### src/rtl/bpk_pkg.sv
package bpk_pkg;
  // flag vector bit positions
  localparam int FL_EMPTY = 0;
  localparam int FL_NEMPTY = 1;
  localparam int FL_FULL = 2;
  localparam int FL_NFULL = 3;
  localparam int FL_WM = 4;
  localparam int FL_OVF = 5;
  localparam int FL_UDR = 6;
  localparam int FL_W = 7;

  // number of bytes carried by a write of the given width code
  function automatic logic [2:0] size_bytes(input logic [1:0] code);
    case (code)
      2'd0: size_bytes = 3'd1;
      2'd1: size_bytes = 3'd2;
      default: size_bytes = 3'd4;
    endcase
  endfunction
endpackage

### src/rtl/bpk_word_ring.sv
module bpk_word_ring #(
  parameter int DEPTH = 16,
  parameter int IN_N = 1,
  parameter int OUT_N = 4,
  parameter int W = 32,
  parameter int CW = $clog2(DEPTH + 1)
) (
  input  logic               clk,
  input  logic               rst_n,
  input  logic               clr,
  input  logic               push,
  input  logic [IN_N*W-1:0]  push_data,
  input  logic               pop,
  output logic [OUT_N*W-1:0] pop_data,
  output logic [CW-1:0]      count
);
  localparam int PW = $clog2(DEPTH);

  logic [W-1:0]  mem [DEPTH];
  logic [PW-1:0] wp, rp;
  logic [CW-1:0] cnt_q;

  always_ff @(posedge clk or negedge rst_n) begin
    if (!rst_n) begin
      wp <= '0;
      rp <= '0;
      cnt_q <= '0;
    end else if (clr) begin
      wp <= '0;
      rp <= '0;
      cnt_q <= '0;
    end else begin
      if (push) wp <= wp + PW'(IN_N);
      if (pop) rp <= rp + PW'(OUT_N);
      cnt_q <= cnt_q + (push ? CW'(IN_N) : '0) - (pop ? CW'(OUT_N) : '0);
    end
  end

  always_ff @(posedge clk) begin
    if (push && !clr) begin
      for (int i = 0; i < IN_N; i++) mem[wp + PW'(i)] <= push_data[i*W +: W];
    end
  end

  for (genvar g = 0; g < OUT_N; g++) begin : g_rd
    assign pop_data[g*W +: W] = mem[rp + PW'(g)];
  end

  assign count = cnt_q;

  AST_RING_ROOM: assert property (@(posedge clk) disable iff (!rst_n)
    (push && !pop && !clr) |-> (cnt_q <= CW'(DEPTH - IN_N)));
  AST_RING_AVAIL: assert property (@(posedge clk) disable iff (!rst_n)
    (pop && !clr) |-> (cnt_q >= CW'(OUT_N)));
endmodule

### src/rtl/bpk_packer.sv
module bpk_packer
  import bpk_pkg::*;
(
  input  logic        clk,
  input  logic        rst_n,
  input  logic        clr,
  input  logic        take,
  input  logic [1:0]  size,
  input  logic [31:0] data,
  output logic        word_push,
  output logic [31:0] word,
  output logic [1:0]  pend_cnt
);
  logic [23:0] pend_q;
  logic [1:0]  cnt_q;
  logic [2:0]  nb;
  logic [31:0] lanes;
  logic [55:0] merged;
  logic [2:0]  total;

  always_comb begin
    nb = size_bytes(size);
    case (nb)
      3'd1: lanes = {24'h0, data[7:0]};
      3'd2: lanes = {16'h0, data[15:0]};
      default: lanes = data;
    endcase
    merged = {32'h0, pend_q} | ({24'h0, lanes} << {cnt_q, 3'b000});
    total = {1'b0, cnt_q} + nb;
  end

  assign word_push = take && (total >= 3'd4);
  assign word = merged[31:0];
  assign pend_cnt = cnt_q;

  always_ff @(posedge clk or negedge rst_n) begin
    if (!rst_n) begin
      pend_q <= '0;
      cnt_q <= '0;
    end else if (clr) begin
      pend_q <= '0;
      cnt_q <= '0;
    end else if (take) begin
      if (total >= 3'd4) begin
        pend_q <= merged[55:32];
        cnt_q <= 2'(total - 3'd4);
      end else begin
        pend_q <= merged[23:0];
        cnt_q <= total[1:0];
      end
    end
  end

  AST_PACK_CLEAN: assert property (@(posedge clk) disable iff (!rst_n)
    (cnt_q == 2'd0) |-> (pend_q == 24'h0));
endmodule

### src/rtl/bpk_qstat.sv
module bpk_qstat
  import bpk_pkg::*;
#(
  parameter int CAP = 64,
  parameter int FW = 7,
  parameter int WMW = 6,
  parameter int BLK = 16,
  parameter int WB = 4,
  parameter bit IS_OUT = 1'b0
) (
  input  logic            clk,
  input  logic            rst_n,
  input  logic            en,
  input  logic [FW-1:0]   fill,
  input  logic [WMW-1:0]  wm_lvl,
  input  logic            ovf_evt,
  input  logic            udr_evt,
  input  logic            dma_en,
  input  logic            burst_only,
  output logic [FL_W-1:0] flags,
  output logic            dreq_single,
  output logic            dreq_burst
);
  logic [FW-1:0] avail;
  logic          wm;
  logic          ovf_q, udr_q;

  if (IS_OUT) begin : g_out
    assign avail = fill;
    assign wm = fill > FW'(wm_lvl);
  end else begin : g_in
    assign avail = FW'(CAP) - fill;
    assign wm = fill <= FW'(wm_lvl);
  end

  always_ff @(posedge clk or negedge rst_n) begin
    if (!rst_n) begin
      ovf_q <= 1'b0;
      udr_q <= 1'b0;
    end else if (!en) begin
      ovf_q <= 1'b0;
      udr_q <= 1'b0;
    end else begin
      ovf_q <= ovf_q | ovf_evt;
      udr_q <= udr_q | udr_evt;
    end
  end

  assign flags = {udr_q, ovf_q, wm, fill != FW'(CAP), fill == FW'(CAP),
                  fill != '0, fill == '0};
  assign dreq_burst = en && dma_en && (avail >= FW'(BLK));
  assign dreq_single = en && dma_en && !burst_only && (avail >= FW'(WB));

  AST_STICKY_OVF: assert property (@(posedge clk) disable iff (!rst_n)
    (ovf_q && en) |=> ovf_q);
  AST_STICKY_UDR: assert property (@(posedge clk) disable iff (!rst_n)
    (udr_q && en) |=> udr_q);
  AST_DREQ_NEST: assert property (@(posedge clk) disable iff (!rst_n)
    (dreq_burst && !burst_only) |-> dreq_single);
endmodule

### src/rtl/bpk_duplex_fifo.sv
module bpk_duplex_fifo
  import bpk_pkg::*;
#(
  parameter int DEPTH_BYTES = 64,
  parameter int WM_W = 6
) (
  input  logic            clk,
  input  logic            rst_n,
  input  logic            en,
  input  logic [WM_W-1:0] in_wm_lvl,
  input  logic [WM_W-1:0] out_wm_lvl,
  input  logic            in_dma_en,
  input  logic            in_dma_burst_only,
  input  logic            out_dma_en,
  input  logic            out_dma_burst_only,
  input  logic            wr_valid,
  input  logic [1:0]      wr_size,
  input  logic [31:0]     wr_data,
  output logic            wr_ready,
  output logic            blk_valid,
  input  logic            blk_ready,
  output logic [127:0]    blk_data,
  input  logic            res_valid,
  input  logic [127:0]    res_data,
  output logic            res_ready,
  output logic            rd_valid,
  input  logic            rd_ready,
  output logic [31:0]     rd_data,
  output logic [6:0]      in_fill,
  output logic [6:0]      in_flags,
  output logic [6:0]      out_fill,
  output logic [6:0]      out_flags,
  output logic            in_dreq_single,
  output logic            in_dreq_burst,
  output logic            out_dreq_single,
  output logic            out_dreq_burst
);
  localparam int WORDS = DEPTH_BYTES / 4;
  localparam int BLK_N = 4;
  localparam int CW = $clog2(WORDS + 1);

  logic          clr;
  logic          take, word_push;
  logic [31:0]   packed_word;
  logic [1:0]    pend_cnt;
  logic [CW-1:0] in_cnt, out_cnt;
  logic [127:0]  in_head;
  logic [31:0]   out_head;
  logic          blk_pop, res_push, rd_pop;
  logic [7:0]    in_need;

  assign clr = !en;

  // ingress side
  assign in_fill = 7'({in_cnt, 2'b00}) + 7'(pend_cnt);
  assign in_need = {1'b0, in_fill} + 8'(size_bytes(wr_size));
  assign wr_ready = en && (in_need <= 8'(DEPTH_BYTES));
  assign take = wr_valid && wr_ready;

  bpk_packer u_pack (
    .clk(clk), .rst_n(rst_n), .clr(clr), .take(take), .size(wr_size),
    .data(wr_data), .word_push(word_push), .word(packed_word), .pend_cnt(pend_cnt)
  );

  bpk_word_ring #(.DEPTH(WORDS), .IN_N(1), .OUT_N(BLK_N), .W(32)) u_in_ring (
    .clk(clk), .rst_n(rst_n), .clr(clr), .push(word_push), .push_data(packed_word),
    .pop(blk_pop), .pop_data(in_head), .count(in_cnt)
  );

  assign blk_valid = en && (in_cnt >= CW'(BLK_N));
  assign blk_pop = blk_valid && blk_ready;
  assign blk_data = blk_valid ? in_head : '0;

  bpk_qstat #(.CAP(DEPTH_BYTES), .FW(7), .WMW(WM_W), .IS_OUT(1'b0)) u_in_stat (
    .clk(clk), .rst_n(rst_n), .en(en), .fill(in_fill), .wm_lvl(in_wm_lvl),
    .ovf_evt(en && wr_valid && !wr_ready), .udr_evt(en && blk_ready && !blk_valid),
    .dma_en(in_dma_en), .burst_only(in_dma_burst_only), .flags(in_flags),
    .dreq_single(in_dreq_single), .dreq_burst(in_dreq_burst)
  );

  // egress side
  assign res_ready = en && (out_cnt <= CW'(WORDS - BLK_N));
  assign res_push = res_valid && res_ready;

  bpk_word_ring #(.DEPTH(WORDS), .IN_N(BLK_N), .OUT_N(1), .W(32)) u_out_ring (
    .clk(clk), .rst_n(rst_n), .clr(clr), .push(res_push), .push_data(res_data),
    .pop(rd_pop), .pop_data(out_head), .count(out_cnt)
  );

  assign out_fill = 7'({out_cnt, 2'b00});
  assign rd_valid = en && (out_cnt != '0);
  assign rd_pop = rd_valid && rd_ready;
  assign rd_data = rd_valid ? out_head : '0;

  bpk_qstat #(.CAP(DEPTH_BYTES), .FW(7), .WMW(WM_W), .IS_OUT(1'b1)) u_out_stat (
    .clk(clk), .rst_n(rst_n), .en(en), .fill(out_fill), .wm_lvl(out_wm_lvl),
    .ovf_evt(en && res_valid && !res_ready), .udr_evt(en && rd_ready && !rd_valid),
    .dma_en(out_dma_en), .burst_only(out_dma_burst_only), .flags(out_flags),
    .dreq_single(out_dreq_single), .dreq_burst(out_dreq_burst)
  );

  AST_FILL_BOUND: assert property (@(posedge clk) disable iff (!rst_n)
    (in_fill <= 7'(DEPTH_BYTES)) && (out_fill <= 7'(DEPTH_BYTES)));
  AST_BLK_WHOLE: assert property (@(posedge clk) disable iff (!rst_n)
    blk_valid |-> (in_fill >= 7'd16));
  AST_DROP_KEEPS_FILL: assert property (@(posedge clk) disable iff (!rst_n)
    (en && wr_valid && !wr_ready && !blk_ready) |=> (in_fill == $past(in_fill)));
  AST_FLUSH: assert property (@(posedge clk) disable iff (!rst_n)
    !en |=> ((in_fill == 7'd0) && (out_fill == 7'd0)));
endmodule

### config.mk
export PLATFORM = sky130hd
export DESIGN_NAME = bpk_duplex_fifo
export DESIGN_NICKNAME = d
export VERILOG_FILES = /design/src/rtl/bpk_pkg.sv /design/src/rtl/bpk_word_ring.sv /design/src/rtl/bpk_packer.sv /design/src/rtl/bpk_qstat.sv /design/src/rtl/bpk_duplex_fifo.sv
export SDC_FILE = /design/constraint.sdc
export NUM_CORES = 2
export LEC_CHECK = 0
export BUFFER_PORTS_ARGS = -buffer_cell sky130_fd_sc_hd__buf_4
export CORE_ASPECT_RATIO = 1.75
export CORE_UTILIZATION = 47
export CTS_CLUSTER_SIZE = 25
export DETAILED_ROUTE_END_ITERATION = 16
export GPL_TIMING_DRIVEN = 0
export PLACE_DENSITY = 0.62
export SYNTH_ARGS = -nofsm -noshare
export SYNTH_HDL_FRONTEND = slang
export SYNTH_SLANG_ARGS = --single-unit
### constraint.sdc
create_clock -name clk -period 15.77 [get_ports clk]
set_clock_uncertainty 0.2 [all_clocks]
set_input_delay 1.577 -clock clk [delete_from_list [all_inputs] [get_ports clk]]
set_output_delay 1.577 -clock clk [all_outputs]
set_load 0.005 [all_outputs]
==> metrics <==
run status finished clean; share of flip-flops with an asynchronous set or reset around 4.8%; Clk pin slew, worst setup/hold paths 0.07 ns; cells along the critical path clkbuf_1 > clkinv_1 > fa_1 > nor2b_1 > o2111ai_1 > a211o_1 > a32oi_1 > buf_4 > buf_4 > nor2_1 > buf_4; Seq/Total Area, Yosys about two thirds; total power about 7.7 mW; Clock Tree Root clkbuf_16; fin area about 0.056 mm^2; final hold vios 0; clock latency on the worst-skew pair between 0.7 and 0.8 ns; first-pass GRT wire length around 210000 um; antenna-violating nets left 0; maximum root-to-sink buffer count 3; post-layout min period 6.46 ns; Worst setup EP type output pin; CTS tree done; RSZ-0062 raised after global routing no; Num CTS Buffers 96; DR DRC count 0; via count between 20000 and 30000; I/O Buffers 378; P_leak between 20 and 25 nW; die area approximately 0.10 mm^2; IO Count between 300 and 400; # Max-Cap Violations 0; Slowest cell on crit path fa_1; Starting Density a little under half; core box area about 0.10 mm^2; H-tree levels 3; Post-synth EDFFs roughly 1000; most frequent cells in the layout edfxtp_1 (1024), a21o_1 (414), buf_4 (408), and2_1 (293), mux4_2 (288); Yosys cell types 60; Yosys top cell area share 64.5%; 1st-pass router iterations 5; Mapped Area around 0.048 mm^2; most common cell after layout, fill and taps aside edfxtp_1; VDD IR max 0.0948 mV; crit path from u_pack.pend_cnt[1]$_DFFE_PN0P_; initial antenna violation count 23; Die X 243 um; Crit Path Max Fanout 10; final setup fails 0; Global Route Usage Sum 29.4%; max incr delay on CP 0.69 ns; CTS Hold Bufs 0; Final Net Count 3545; Via density around 6.1; Worst Max-Slew Pin Slew 1.40 ns; Final Max Slew Viols 0; Crit Reg-Reg Startpoint u_pack.pend_cnt[1]$_DFFE_PN0P_; postcts setup bufs 0; largest net degree at the start of global routing 79; CP arrival between 4 and 5 ns; Mapped Cells roughly 2800; placer congestion estimate around 0.9; worst setup path end wr_ready; TritonCTS Sinks 1076; Syn-to-layout area delta 18.0%; multi-input logic area between 0.01 and 0.015 mm^2; initial drt markers 2673; crit start category register; layout cells sized above 1 29.2%; Final period util 41.0%; R2R depth 11; synthesized flop and latch total 1076; WHS between 0.2 and 0.3 ns; global route overflow 0; hold crit path type register to register; Post-Route WL approximately 150000 um; Synthesis Warnings 0; Die H between 400 and 500 um; Yosys top cell by area edfxtp_1; Placed Area around 0.053 mm^2; Max-slew headroom roughly 6.8%; vias in the first global route 30600; setup slack, reg-to-reg about 10 ns; Crit path top cell by count buf_4; wire length per cell 31.7 um; Crit path required time about 14 ns; # rows approximately 150; Achievable Freq between 150 and 200 MHz; post-CTS resize count 0; Pwr Density 137 mW/mm^2; fillers ~8000; setup_tns 0 ns; Post-DP HPWL around 110000 um; Avg Inst Size Synth around 17 um^2; RR Endpoint u_in_ring.mem[13][1]$_DFFE_PP_; Register Area around 0.032 mm^2; Top FF cell, synth edfxtp_1; ranking of synthesized cells by area edfxtp_1 (64%), mux4_2 (14%), a21o_1 (6.5%); critical path class register to output pin
-- cells in the mapped netlist, types with 2 or more instances --
cell	count
clkbuf_1	148
a211oi_1	4
xor2_1	7
a221oi_1	3
a22oi_1	7
nand2b_1	9
a211o_1	3
nor3_1	20
dfrtp_1	52
mux2i_1	32
buf_4	10
o21ai_0	28
mux4_2	288
a21oi_1	30
nor4_1	7
nand4_1	5
or4_1	3
or3_1	4
buf_1	10
o21ai_1	4
o21bai_1	3
xnor2_1	6
a32o_1	7
a221o_1	8
nor4b_2	12
inv_2	7
a21o_1	414
edfxtp_1	1024
inv_1	44
nand2_1	77
nor2_1	30
o211ai_1	14
and3_1	4
nand3_1	14
buf_2	61
ha_1	41
o21a_1	3
fa_1	2
and2_1	293
nor2b_1	5
buf_6	14
-- flip-flops by register name, indices dropped and copies added (netlist names) --
signal            count
u_in_ring.mem       512
u_pack.pend_cnt       2
u_out_ring.count      5
u_out_ring.wp         2
u_out_stat.udr_q      1
u_in_stat.udr_q       1
u_out_stat.ovf_q      1
u_in_ring.rp          2
u_in_stat.ovf_q       1
u_out_ring.mem      512
u_out_ring.rp         4
u_in_ring.count       5
u_pack.pend_q        24
u_in_ring.wp          4
-- power breakdown --
part	internal (mW)	total [mW]	switching, mW
sequential	3.35	3.40	0.0503
combinational	0.879	1.95	1.07
clock	1.28	2.37	1.09
-- critical path: cells and delay by family (launching register included) --
family	cells	cell delay (ns)
buffers and inverters	5	1.65
AO/OA/AOI/OAI	3	0.89
adder cells (fa/ha/maj)	1	0.69
flip-flops	1	0.48
AND/OR/NAND/NOR	2	0.26
-- per-stage QoR --
step	instances	util, %	setup WS, ns
2_1_floorplan	2777	-	8.51
3_3_place_gp	4481	51.9	4.18
3_5_place_dp	4545	52.8	9.38
4_1_cts	4723	55.9	9.29
5_1_grt	4727	55.9	8.98
6_report	4733	55.9	9.31
-- area by class of cell --
type                    count  area share, %
clock buffers             114           4.47
flip-flops and latches   1076           57.0
well taps                1326           2.95
clock inverters            64           1.05
diodes                     10         0.0445
plain buffers             243           2.06
inverters                  52          0.347
repair buffers            442           6.43
multi-input cells        1406           25.7
-- layer usage --
metal	GRT usage [%]	part of all wire, %
met1	32.7	34
met2	52.3	52
met3	6.19	7.8
met4	15.5	5.3
met5	0	0.12
-- logic make-up (layout without fill, tap and decap cells) --
logic type               after synthesis  in the layout  share of synthesized area, %
multiplexers                         320            320                          14.3
buffers and inverters                295            915                          2.78
adder cells (fa/ha/maj)               43             43                          1.16
AO/OA/AOI/OAI                        539            539                          8.28
other                                  1             12                       0.00786
flip-flops                          1076           1076                          67.2
XOR/XNOR                              14             14                         0.273
AND/OR/NAND/NOR                      488            488                          6.00
-- worst min-delay path by stage --
stage                               start                         end  slack [ns]  cells past startpoint
6_report       u_out_stat.ovf_q$_DFF_PN0_  u_out_stat.ovf_q$_DFF_PN0_        0.29                      1
2_1_floorplan   u_in_stat.ovf_q$_DFF_PN0_   u_in_stat.ovf_q$_DFF_PN0_        0.26                      2
3_3_place_gp   u_out_stat.ovf_q$_DFF_PN0_  u_out_stat.ovf_q$_DFF_PN0_        0.28                      1
5_1_grt        u_out_stat.ovf_q$_DFF_PN0_  u_out_stat.ovf_q$_DFF_PN0_        0.31                      1
4_1_cts        u_out_stat.ovf_q$_DFF_PN0_  u_out_stat.ovf_q$_DFF_PN0_        0.30                      1
3_5_place_dp   u_out_stat.ovf_q$_DFF_PN0_  u_out_stat.ovf_q$_DFF_PN0_        0.28                      1
(Power assumes the default switching activity.)
